--- src/rtl/slcm_pkg.sv ---
package slcm_pkg;
  typedef enum logic [1:0] {
    PH_IDLE = 2'd0,
    PH_LOW  = 2'd1,
    PH_HIGH = 2'd2,
    PH_TAIL = 2'd3
  } phase_t;
endpackage

--- src/rtl/slcm_tick_gen.sv ---
module slcm_tick_gen #(
  parameter int DIV_W = 8
) (
  input  logic             clk,
  input  logic             rst,
  input  logic             run,
  input  logic [DIV_W-1:0] half_div,
  output logic             tick
);
  logic [DIV_W-1:0] cnt;
  logic [DIV_W-1:0] lim;

  // a zero divider behaves as one system cycle per level
  always_comb lim = (half_div == '0) ? '0 : half_div - 1'b1;
  always_comb tick = run && (cnt == lim);

  always_ff @(posedge clk) begin
    if (rst || !run || tick) cnt <= '0;
    else                     cnt <= cnt + 1'b1;
  end
endmodule

--- src/rtl/slcm_shifter.sv ---
module slcm_shifter #(
  parameter int W = 8
) (
  input  logic         clk,
  input  logic         rst,
  input  logic         load,
  input  logic         shift,
  input  logic         capture,
  input  logic         clear,
  input  logic [W-1:0] din,
  input  logic         miso,
  output logic         mosi,
  output logic [W-1:0] rx_next
);
  logic [W-1:0] tx_sr;
  logic [W-2:0] rx_sr;

  always_ff @(posedge clk) begin
    if (rst || clear) tx_sr <= '0;
    else if (load)    tx_sr <= din;
    else if (shift)   tx_sr <= {tx_sr[W-2:0], 1'b0};
  end

  always_ff @(posedge clk) begin
    if (rst)          rx_sr <= '0;
    else if (capture) rx_sr <= rx_next[W-2:0];
  end

  assign mosi    = tx_sr[W-1];
  assign rx_next = {rx_sr, miso};
endmodule

--- src/rtl/slcm_ctrl.sv ---
module slcm_ctrl
  import slcm_pkg::*;
#(
  parameter int W = 8
) (
  input  logic clk,
  input  logic rst,
  input  logic start,
  input  logic tx_more,
  input  logic tick,
  output logic run,
  output logic load,
  output logic shift,
  output logic capture,
  output logic clear,
  output logic last_bit,
  output logic sck,
  output logic cs_n,
  output logic busy,
  output logic tx_load,
  output logic byte_done
);
  localparam int CNT_W = (W > 1) ? $clog2(W) : 1;
  localparam logic [CNT_W-1:0] LAST = CNT_W'(W - 1);

  phase_t           phase_q;
  logic [CNT_W-1:0] bcnt;
  logic             more_q;
  logic             launch;
  logic             fall;

  always_comb begin
    run      = (phase_q != PH_IDLE);
    launch   = (phase_q == PH_IDLE) && start;
    fall     = (phase_q == PH_HIGH) && tick;
    last_bit = fall && (bcnt == LAST);
    load     = launch || (last_bit && more_q);
    shift    = fall && !load;
    capture  = fall;
    clear    = (phase_q == PH_TAIL) && tick;
  end

  always_ff @(posedge clk) begin
    if (rst) begin
      phase_q   <= PH_IDLE;
      bcnt      <= '0;
      more_q    <= 1'b0;
      sck       <= 1'b0;
      cs_n      <= 1'b1;
      busy      <= 1'b0;
      tx_load   <= 1'b0;
      byte_done <= 1'b0;
    end else begin
      tx_load   <= load;
      byte_done <= last_bit;
      if (load) more_q <= tx_more;
      case (phase_q)
        PH_IDLE: if (launch) begin
          phase_q <= PH_LOW;
          cs_n    <= 1'b0;
          busy    <= 1'b1;
          bcnt    <= '0;
        end
        PH_LOW: if (tick) begin
          phase_q <= PH_HIGH;
          sck     <= 1'b1;
        end
        PH_HIGH: if (tick) begin
          sck     <= 1'b0;
          bcnt    <= last_bit ? '0 : bcnt + 1'b1;
          phase_q <= (last_bit && !more_q) ? PH_TAIL : PH_LOW;
        end
        PH_TAIL: if (tick) begin
          phase_q <= PH_IDLE;
          cs_n    <= 1'b1;
          busy    <= 1'b0;
        end
        default: phase_q <= PH_IDLE;
      endcase
    end
  end
endmodule

--- src/rtl/spi_late_capture_master.sv ---
module spi_late_capture_master #(
  parameter int W     = 8,
  parameter int DIV_W = 8
) (
  input  logic             clk,
  input  logic             rst,
  input  logic             start,
  input  logic [W-1:0]     tx_byte,
  input  logic             tx_more,
  input  logic [DIV_W-1:0] half_div,
  input  logic             miso,
  output logic             sck,
  output logic             mosi,
  output logic             cs_n,
  output logic             busy,
  output logic             tx_load,
  output logic             byte_done,
  output logic [W-1:0]     rx_byte
);
  logic         run, tick;
  logic         load, shift, capture, clear, last_bit;
  logic [W-1:0] rx_next;

  slcm_tick_gen #(.DIV_W(DIV_W)) u_tick (
    .clk(clk), .rst(rst), .run(run), .half_div(half_div), .tick(tick)
  );

  slcm_ctrl #(.W(W)) u_ctrl (
    .clk(clk), .rst(rst), .start(start), .tx_more(tx_more), .tick(tick),
    .run(run), .load(load), .shift(shift), .capture(capture), .clear(clear),
    .last_bit(last_bit), .sck(sck), .cs_n(cs_n), .busy(busy),
    .tx_load(tx_load), .byte_done(byte_done)
  );

  slcm_shifter #(.W(W)) u_shift (
    .clk(clk), .rst(rst), .load(load), .shift(shift), .capture(capture),
    .clear(clear), .din(tx_byte), .miso(miso), .mosi(mosi), .rx_next(rx_next)
  );

  always_ff @(posedge clk) begin
    if (rst)           rx_byte <= '0;
    else if (last_bit) rx_byte <= rx_next;
  end
endmodule

--- config.mk ---
export PLATFORM = sky130hd
export DESIGN_NAME = spi_late_capture_master
export DESIGN_NICKNAME = d
export VERILOG_FILES = /design/src/rtl/slcm_pkg.sv /design/src/rtl/slcm_tick_gen.sv /design/src/rtl/slcm_shifter.sv /design/src/rtl/slcm_ctrl.sv /design/src/rtl/spi_late_capture_master.sv
export SDC_FILE = /design/constraint.sdc
export NUM_CORES = 1
export LEC_CHECK = 0
export ABC_CLOCK_PERIOD_IN_PS = 8460
export BUFFER_PORTS_ARGS = -buffer_cell sky130_fd_sc_hd__buf_2
export CAP_MARGIN = 20
export CORE_ASPECT_RATIO = 1.25
export CORE_MARGIN = 2
export CORE_UTILIZATION = 40
export CTS_CLUSTER_SIZE = 12
export DETAILED_ROUTE_END_ITERATION = 8
export GPL_TIMING_DRIVEN = 0
export HOLD_SLACK_MARGIN = 0.06
export SYNTH_ARGS = -nofsm -noshare
export SYNTH_HDL_FRONTEND = slang
export SYNTH_SLANG_ARGS = --single-unit
--- constraint.sdc ---
create_clock -name clk -period 8.46 [get_ports clk]
set_input_delay 1.269 -clock clk [delete_from_list [all_inputs] [get_ports clk]]
set_output_delay 1.269 -clock clk [all_outputs]
set_load 0.1 [all_outputs]
==> flow_summary.json, run 1 <==
{
  "start_util_pct": 41.89,
  "synth-edff-count": 0,
  "drtAntennaViolNets": 0,
  "io_pins": 35,
  "netlist_top_cells_count": "dfxtp_1 (42), nor2_1 (26), mux2i_1 (22), a21oi_1 (14)",
  "required_ps": 8640,
  "arrival_ps": 3870,
  "path_cells": "buf_2, inv_1, ha_1, or3b_1, clkbuf_1, or2_4, a2111oi_4, o221ai_2, nor3_2, buf_6, buf_12, mux2i_1, a211oi_2",
  "synth.distinct_cells": 57,
  "fin_crit_ps": 3694,
  "critPathKind": "input pin to flip-flop",
  "fmax_ghz": 0.2707,
  "p_leak_nw": 1.052,
  "cts_buffers": 5,
  "drt-initial-drc-count": 70,
  "drtPass1Iterations": 4,
  "antenna_found_initial": 0,
  "wl_met1_um": 2392,
  "synth_top_area_share_pct": 36.62,
  "synth_top_cell_by_area": "dfxtp_1",
  "hpwl_um": 3536,
  "clockRootBuffer": "clkbuf_8",
  "post-route-drc-count": 0,
  "gp_congestion": 0.7726,
  "period_share_pct": 43.66,
  "yosysMostFrequentCell": "dfxtp_1",
  "max_stage_delay_ps": 350,
  "postCtsSetupBuffers": 0,
  "async_flop_share_pct": 0,
  "cts-resized-gates": 0,
  "grt_pass1_vias": 1753,
  "cts_max_level": 2,
  "syn_to_final_growth_pct": 16.46,
  "p_per_area_nw_per_um2": 242.7,
  "vias": 1862,
  "critPathLaunchType": "input pin",
  "synthTopCellsByArea": "dfxtp_1 (37%), mux2i_1 (9.6%), ha_1 (4.4%)",
  "wirelength_um": 4759,
  "ys_warn_count": 0,
  "syn_inst": 248,
  "antenna_cells": 0,
  "syn_area_um2": 2296,
  "crit_slowest_cell": "or3b_1",
  "coreArea_um2": 5480,
  "synth_area_per_cell_um2": 9.258,
  "final_layout_size_suffix_gt1_share_pct": 24.39,
  "cts_buffer_depth": 2,
  "ys_seq_area_share_pct": 36.62,
  "fp.dieW_um": 71.77,
  "relSlewSlack_pct": 57.64,
  "crit_path_end_kind": "flip-flop",
  "worstMarginPinSlew_ps": 629.6,
  "placementRows": 30,
  "dieArea_um2": 6366,
  "grt_max_degree": 14,
  "via_per_inst": 5.305,
  "gr-total-overflow": 0,
  "synth-main-ff-cell": "dfxtp_1",
  "hold_violations": 0,
  "cap_violations": 0,
  "tns_ps": 0,
  "skew_ps": 7.779,
  "place_ws_ps": 4442,
  "grt_pass1_wl_um": 8266,
  "clk_latency_ps": 300,
  "cts_hold_buf": 0,
  "clock_sinks": 42,
  "wl_met3_um": 213,
  "status": "finished clean",
  "wl_per_cell_um": 13.56,
  "die_h_um": 88.71,
  "synth-seq-cells": 42,
  "io_buffers": 31,
  "top_layer_used": "met4",
  "num-nets-final": 315,
  "syn_nets": 277,
  "ir_drop_mv": 0.1305,
  "cts_tree": "built",
  "wl_met2_um": 2083,
  "grt_usage_pct": 16.46,
  "maxSlewViolCount": 0,
  "rsz0062_at_grt": "false",
  "clk_pin_slew_ps": 80,
  "setup_viol": 0,
  "finalWorstSetupSlack_ps": 4766,
  "cp_max_fo": 10,
  "ff2ff_setup_slack_ps": 6010,
  "hp-class": "flip-flop to flip-flop"
}
worst max-delay path: cells and delay by family:
family | cells | cell delay, ps
adder cells (fa/ha/maj) | 1 | 220
multiplexers | 1 | 220
AND/OR/NAND/NOR | 3 | 860
AO/OA/AOI/OAI | 3 | 580
buffers and inverters | 5 | 720
layer usage:
layer / track usage (%) / vias to the layer above
li1: - / 976
met1: 22.07 / 850
met2: 25.42 / 30
met3: 4.670 / 6
met4: 5.660 / 0
met5: 0 / -
per-stage QoR:
step	utilization, %	instances	hold WS (ps)	power, mW	area (um2)
finish	48.79	351	454.7	0.6490	2674
global route	48.79	351	490.8	0.6883	2674
CTS	48.79	351	461.5	0.6547	2674
detailed placement	46.19	343	449.9	0.4564	2531
global placement	46.19	343	447.6	0.4544	2531
floorplan	-	248	460.1	0.4131	2296
power breakdown:
part	switching [mW]	total [mW]	leakage [nW]	internal [mW]
registers	0.0171	0.238	0.342	0.221
clock network	0.0713	0.197	0.0714	0.126
logic	0.148	0.214	0.639	0.0655
logic make-up (layout without fill, tap and decap cells):
logic type	Yosys count	count (layout)	synth area share, %
buffers and inverters	22	61	5.940
xor gates and xnor gates	10	10	3.815
adders and majority gates	8	8	4.360
DFF	42	42	36.62
AOI/OAI and AO/OA	53	53	18.09
muxes	22	22	9.591
and+or+nand+nor	91	91	21.58
layout by cell type (no fill, tap or decap), types with 3 or more instances in the layout:
cell type	netlist	final
dfxtp_1	42	42
buf_2	0	31
nor2_1	26	26
mux2i_1	22	22
a21oi_1	14	14
inv_1	10	10
nand3_1	10	10
a211oi_1	9	9
nor3_1	8	8
nor2_2	8	8
ha_1	8	8
nand2_1	7	7
xor2_1	7	7
and3_1	7	7
clkbuf_8	0	6
o21ai_0	5	5
clkbuf_1	4	4
buf_6	4	4
xnor2_1	3	3
or4_1	3	3
nor4_1	3	3
nor2b_1	3	3
registers in the layout (all words and copies together) (netlist names):
name and cells:
u_ctrl.busy 1, u_ctrl.tx_load 1, u_ctrl.bcnt 3, u_ctrl.sck 1, u_shift.rx_sr 7, rx_byte 8, u_ctrl.cs_n 1, u_tick.cnt 8
u_ctrl.byte_done 1, u_ctrl.phase_q 2, u_ctrl.more_q 1, u_shift.tx_sr 8
path summary, 6_finish.rpt:
path,cells past startpoint,to,start
setup / recovery,13,u_shift.tx_sr[6],half_div[0]
hold / removal,2,u_ctrl.sck,u_ctrl.sck
setup reg to reg,10,u_shift.tx_sr[6],u_ctrl.phase_q[0]
hold reg to reg,2,u_ctrl.sck,u_ctrl.sck
area by class of cell:
| cell class | instances | area, um2 |
|---|---|---|
| plain buffers | 12 | 98.84 |
| clock buffers | 6 | 82.58 |
| clock inverters | 2 | 60.06 |
| fillers | 546 | 2806 |
| inverters | 10 | 37.54 |
| multi-input cells | 184 | 1319 |
| flip-flops and latches | 42 | 840.8 |
| well taps | 64 | 80.08 |
| repair buffers | 31 | 155.1 |
(Power assumes the default switching activity.)
==> run 2, diff against run 1 <==
--- a/config.mk
+++ b/config.mk
@@ -5,7 +5,8 @@
 export SDC_FILE = /design/constraint.sdc
 export NUM_CORES = 1
 export LEC_CHECK = 0
-export ABC_CLOCK_PERIOD_IN_PS = 8460
+export ABC_AREA = 1
+export ABC_CLOCK_PERIOD_IN_PS = 3840
 export BUFFER_PORTS_ARGS = -buffer_cell sky130_fd_sc_hd__buf_2
 export CAP_MARGIN = 20
 export CORE_ASPECT_RATIO = 1.25
==> constraint.sdc (replaced) <==
create_clock -name clk -period 3.84 [get_ports clk]
set_input_delay 0.576 -clock clk [delete_from_list [all_inputs] [get_ports clk]]
set_output_delay 0.576 -clock clk [all_outputs]
set_load 0.1 [all_outputs]
==> flow_summary.json, run 2 <==
{
  "status": "finished clean",
  "skew_ps": 9.761,
  "syn_nets": 371,
  "crit_path_end_kind": "flip-flop",
  "grt_max_degree": 14,
  "relSlewSlack_pct": 55.12,
  "nFillCells": 613,
  "antenna_found_initial": 0,
  "cp_max_fo": 10,
  "ys_seq_area_share_pct": 36.27,
  "wl_per_cell_um": 11.46,
  "async_flop_share_pct": 0,
  "worstMarginPinSlew_ps": 668.8,
  "arrival_ps": 2980,
  "grt_pass1_wl_um": 8776,
  "cts_buffer_depth": 2,
  "synth_area_per_cell_um2": 6.779,
  "p_per_area_nw_per_um2": 545.0,
  "maxSlewViolCount": 0,
  "syn_area_um2": 2318,
  "required_ps": 3990,
  "post-route-drc-count": 0,
  "die_h_um": 89.12,
  "dieArea_um2": 6425,
  "final_layout_size_suffix_gt1_share_pct": 17.45,
  "postCtsSetupBuffers": 0,
  "cts_tree": "built",
  "cts_max_level": 2,
  "total_power_mw": 1.461,
  "synth.distinct_cells": 26,
  "num-nets-final": 412,
  "tns_ps": 0,
  "antenna_cells": 0,
  "ir_drop_mv": 0.3268,
  "start_util_pct": 40.66,
  "synth-edff-count": 0,
  "dp.cells": 442,
  "cts-resized-gates": 0,
  "path_cells": "buf_2, inv_1, ha_1, nand2_2, nor2_4, nand2_4, buf_6, nand4_1, nand2_1, nor2_1, nand3_1, nor2_1, inv_1, o21ai_1, a21oi_1",
  "synth-seq-cells": 42,
  "fin_crit_ps": 2830,
  "coreArea_um2": 5702,
  "max_stage_delay_ps": 550,
  "ys_warn_count": 0,
  "stdcell_count": 450,
  "clk_latency_ps": 300,
  "syn_to_final_growth_pct": 15.65,
  "netlist_top_cells_count": "nand2_1 (69), inv_1 (46), nand3_1 (46), dfxtp_1 (42), nor2_1 (40)",
  "critPathLaunchType": "input pin",
  "io_pins": 35,
  "gp_congestion": 0.8195,
  "grt_pass1_vias": 1986,
  "crit_slowest_cell": "o21ai_1",
  "clockRootBuffer": "clkbuf_8",
  "via_per_inst": 4.882,
  "cts_hold_buf": 0,
  "fmax_ghz": 0.3534,
  "multi_input_area_um2": 1250,
  "hold_violations": 0,
  "setup_viol": 0,
  "io_buffers": 34,
  "hpwl_um": 3903,
  "synth_top_cell_by_area": "dfxtp_1",
  "cap_violations": 0,
  "register_area_um2": 840.8,
  "grt_usage_pct": 17.38,
  "synth_top_area_share_pct": 36.27,
  "top_regs": "rx_byte: 8 flops, u_shift.tx_sr: 8 flops, u_tick.cnt: 8 flops",
  "placementRows": 31,
  "drtAntennaViolNets": 0,
  "clk_pin_slew_ps": 80,
  "rsz0062_at_grt": "false",
  "mostFrequentLayoutCells": "nand2_1 (69), inv_1 (46), nand3_1 (46), dfxtp_1 (42), nor2_1 (40)",
  "ff2ff_setup_slack_ps": 1670,
  "critPathKind": "input pin to flip-flop",
  "syn_inst": 342,
  "fin_util_pct": 47.03,
  "fp.dieW_um": 72.10,
  "yosysMostFrequentCell": "nand2_1",
  "gr-total-overflow": 0,
  "cts_buffers": 5,
  "period_share_pct": 73.69,
  "wirelength_um": 5157,
  "synth-main-ff-cell": "dfxtp_1",
  "hp-class": "flip-flop to flip-flop",
  "drtPass1Iterations": 4,
  "layout_commonest_cell": "nand2_1",
  "vias": 2197,
  "p_leak_nw": 1.283,
  "drt-initial-drc-count": 59,
  "clock_sinks": 42,
  "synthTopCellsByArea": "dfxtp_1 (36%), nand2_1 (11%), nand3_1 (9.9%)"
}
==> run 2: cell types whose count changed after synthesis, moves of 10 or more <==
cell	change
mux2i_1	-22
nand3_1	+36
o21ai_1	+11
nand2_1	+62
nor2_1	+14
inv_1	+36
o21ai_0	+10
==> run 2: layer usage <==
layer	up-vias	routed length (um)	global-route usage (%)	part of all wire, %
li1	1181	-	-	-
met1	963	2259	19.43	44
met2	45	2599	32.36	50
met3	8	198	2.931	3.8
met4	0	99	7.204	1.9
met5	-	0	0	0
==> run 2: path summary, 6_finish.rpt <==
kind	start	endpoint	depth (start not counted)
setup / recovery	half_div[0]	u_shift.tx_sr[5]	15
hold / removal	rx_byte[7]	rx_byte[7]	2
setup reg to reg	u_ctrl.phase_q[0]	u_shift.tx_sr[5]	12
hold reg to reg	rx_byte[7]	rx_byte[7]	2
==> run 2: through the flow <==
step | instance area, um2 | setup slack [ps] | hold slack (ps)
after floorplan | 2318 | 1309 | 429.5
after global placement | 2571 | 705.1 | 445.0
after detailed placement | 2571 | 677.5 | 453.4
after CTS | 2681 | 1002 | 465.8
after global routing | 2681 | 703.7 | 470.9
final | 2681 | 1010 | 459.8
==> run 2: layout make-up <==
cell class / instances / area share, %
multi-input combinational: 244 / 46.62
tap: 66 / 3.080
inverter: 50 / 7.000
buffer: 6 / 1.493
clock inverter: 2 / 1.400
clock buffer: 6 / 2.706
sequential: 42 / 31.36
timing repair buffer: 34 / 6.346
==> run 2: logic make-up after synthesis <==
logic type               share of synthesized area, %
AND/OR/NAND/NOR                                 37.67
flip-flops                                      36.27
adder cells (fa/ha/maj)                         4.317
XOR/XNOR                                        1.511
AO/OA/AOI/OAI                                   10.42
buffers and inverters                           9.822
==> run 2: critical path: cells and delay by family <==
kind            cells  cell delay (ps)
fa+ha+maj           1              330
compound gates      2              630
simple gates        8              890
buf+inv             4              540
==> run 2: where the power goes <==
part           internal, mW  total, mW  switching, mW
sequential            0.502      0.541         0.0392
clock                 0.194      0.352          0.158
combinational         0.160      0.568          0.408
==> run 3, diff against run 2 <==
--- a/config.mk
+++ b/config.mk
@@ -6,7 +6,7 @@
 export NUM_CORES = 1
 export LEC_CHECK = 0
 export ABC_AREA = 1
-export ABC_CLOCK_PERIOD_IN_PS = 3840
+export ABC_CLOCK_PERIOD_IN_PS = 2450
 export BUFFER_PORTS_ARGS = -buffer_cell sky130_fd_sc_hd__buf_2
 export CAP_MARGIN = 20
 export CORE_ASPECT_RATIO = 1.25
==> constraint.sdc (replaced) <==
create_clock -name clk -period 2.45 [get_ports clk]
set_input_delay 0.3675 -clock clk [delete_from_list [all_inputs] [get_ports clk]]
set_output_delay 0.3675 -clock clk [all_outputs]
set_load 0.1 [all_outputs]
==> flow_summary.json, run 3 (same netlist as run 2, synthesis figures left out) <==
{
  "antenna_cells": 0,
  "total_power_mw": 2.299,
  "num-nets-final": 415,
  "grt_pass1_wl_um": 8749,
  "start_util_pct": 40.66,
  "cap_violations": 0,
  "setup_viol": 0,
  "clock_sinks": 42,
  "fmax_ghz": 0.4504,
  "io_pins": 35,
  "hold_violations": 0,
  "stdcell_count": 453,
  "ir_drop_mv": 0.5100,
  "antenna_found_initial": 0,
  "skew_ps": 10.02,
  "syn_to_final_growth_pct": 17.43,
  "holdPathEnd": "u_ctrl.busy",
  "die_h_um": 89.12,
  "maxSlewViolCount": 0,
  "critPathLaunchType": "input pin",
  "p_leak_nw": 1.296,
  "regToRegStartpoint": "u_ctrl.phase_q[0]",
  "mostFrequentLayoutCells": "nand2_1 (69), nand3_1 (46), inv_1 (45), dfxtp_1 (42), nor2_1 (40)",
  "critPathKind": "input pin to flip-flop",
  "cp_max_fo": 10,
  "cts_max_level": 2,
  "required_ps": 2620,
  "wirelength_um": 5186,
  "gr-total-overflow": 0,
  "crit_path_end_kind": "flip-flop",
  "post-route-drc-count": 0,
  "period_share_pct": 90.62,
  "cts_buffers": 5,
  "drtPass1Iterations": 5,
  "layout_commonest_cell": "nand2_1",
  "final_layout_size_suffix_gt1_share_pct": 18.86,
  "placementRows": 31,
  "top_regs": "rx_byte: 8 flops, u_shift.tx_sr: 8 flops, u_tick.cnt: 8 flops",
  "relSlewSlack_pct": 67.39,
  "status": "finished clean",
  "dp.cells": 442,
  "arrival_ps": 2390,
  "hp-class": "input pin to flip-flop",
  "cts_tree": "built",
  "rr_worst_depth": 12,
  "hold_start": "rst",
  "clk_pin_slew_ps": 90,
  "vias": 2208,
  "dieArea_um2": 6425,
  "via_per_inst": 4.874,
  "worstMarginPinSlew_ps": 492.5,
  "rsz0062_at_grt": "false",
  "gp_congestion": 0.8195,
  "clk_latency_ps": 300,
  "grt_usage_pct": 17.33,
  "cts_hold_buf": 0,
  "fin_crit_ps": 2220,
  "rr_endpoint": "u_shift.tx_sr[5]",
  "grt_max_degree": 14,
  "cts_buffer_depth": 2,
  "drt-initial-drc-count": 70,
  "io_buffers": 34,
  "wl_per_cell_um": 11.45,
  "hpwl_um": 3903,
  "min_path_cells": 2,
  "p_per_area_nw_per_um2": 844.5,
  "drtAntennaViolNets": 0,
  "clockRootBuffer": "clkbuf_8",
  "coreArea_um2": 5702,
  "fp.dieW_um": 72.10,
  "ff2ff_setup_slack_ps": 410,
  "grt_pass1_vias": 1985
}
-- run 3: cell types whose count changed in the layout (fill, tap and decap cells not counted), sizes merged --
cell  delta
buf      +3
-- run 3: worst max-delay path, cell delays in order --
cell and delay (ps):
buf_2 110, inv_4 100, ha_4 180, nand2_2 70, nor2_4 120, nand2_4 90
buf_6 150, nand3_1 60, nand2_1 90, nor2_2 130, nand3_2 90, nor2_4 220
nand3_4 130, nand2_4 130, nand2_2 160, nand3_1 110, a21oi_1 70
-- run 3: worst max path at each step --
stage | cells after the start | end | start | slack (ps)
floorplan | 16 | u_shift.tx_sr[7] | half_div[0] | 130
global placement | 15 | u_shift.tx_sr[1] | half_div[0] | -480
detailed placement | 15 | u_shift.tx_sr[5] | half_div[0] | -500
CTS | 17 | u_shift.tx_sr[5] | half_div[0] | 40
global route | 19 | u_shift.tx_sr[5] | half_div[0] | 30
finish | 17 | u_shift.tx_sr[5] | half_div[0] | 230
-- run 3: report_power, final --
group	switching (mW)	total (mW)	leakage (nW)	internal (mW)
combinational	0.641	0.894	0.902	0.253
clock	0.252	0.556	0.0514	0.304
sequential	0.0623	0.849	0.342	0.787
-- run 3: metal layers --
metal / wire length (um) / part of all wire, % / global-route usage, %
met5: 0 / 0 / 0
met1: 2308 / 45 / 19.36
met2: 2590 / 50 / 32.28
met3: 191 / 3.7 / 2.931
met4: 96 / 1.9 / 7.204
-- run 3: timing repair --
| action | CTS | global route |
|---|---|---|
| gates resized for setup | 3 | 2 |
| endpoints found under the setup margin | 9 | 13 |
| pin swaps | 0 | 3 |
| buffers inserted | 0 | 3 |
-- run 3: cell type report --
type | count | area (um2)
Buffer | 6 | 40.04
Clock buffer | 6 | 72.57
Clock inverter | 2 | 37.54
Fill cell | 609 | 2979
Inverter | 50 | 190.2
Multi-Input combinational cell | 244 | 1266
Sequential cell | 42 | 840.8
Tap cell | 66 | 82.58
Timing Repair Buffer | 37 | 192.7
-- run 3: stage by stage --
step / hold WS, ps / instance area [um2] / util [%] / setup WS [ps] / setup TNS, ps
detailed placement: 453.4 / 2571 / 45.10 / -504.0 / -11160
global placement: 445.0 / 2571 / 45.10 / -476.4 / -9613
floorplan: 429.5 / 2318 / - / 127.5 / 0
global route: 271.0 / 2723 / 47.75 / 33.02 / 0
finish: 270.6 / 2723 / 47.75 / 229.8 / 0
CTS: 268.3 / 2688 / 47.14 / 44.19 / 0
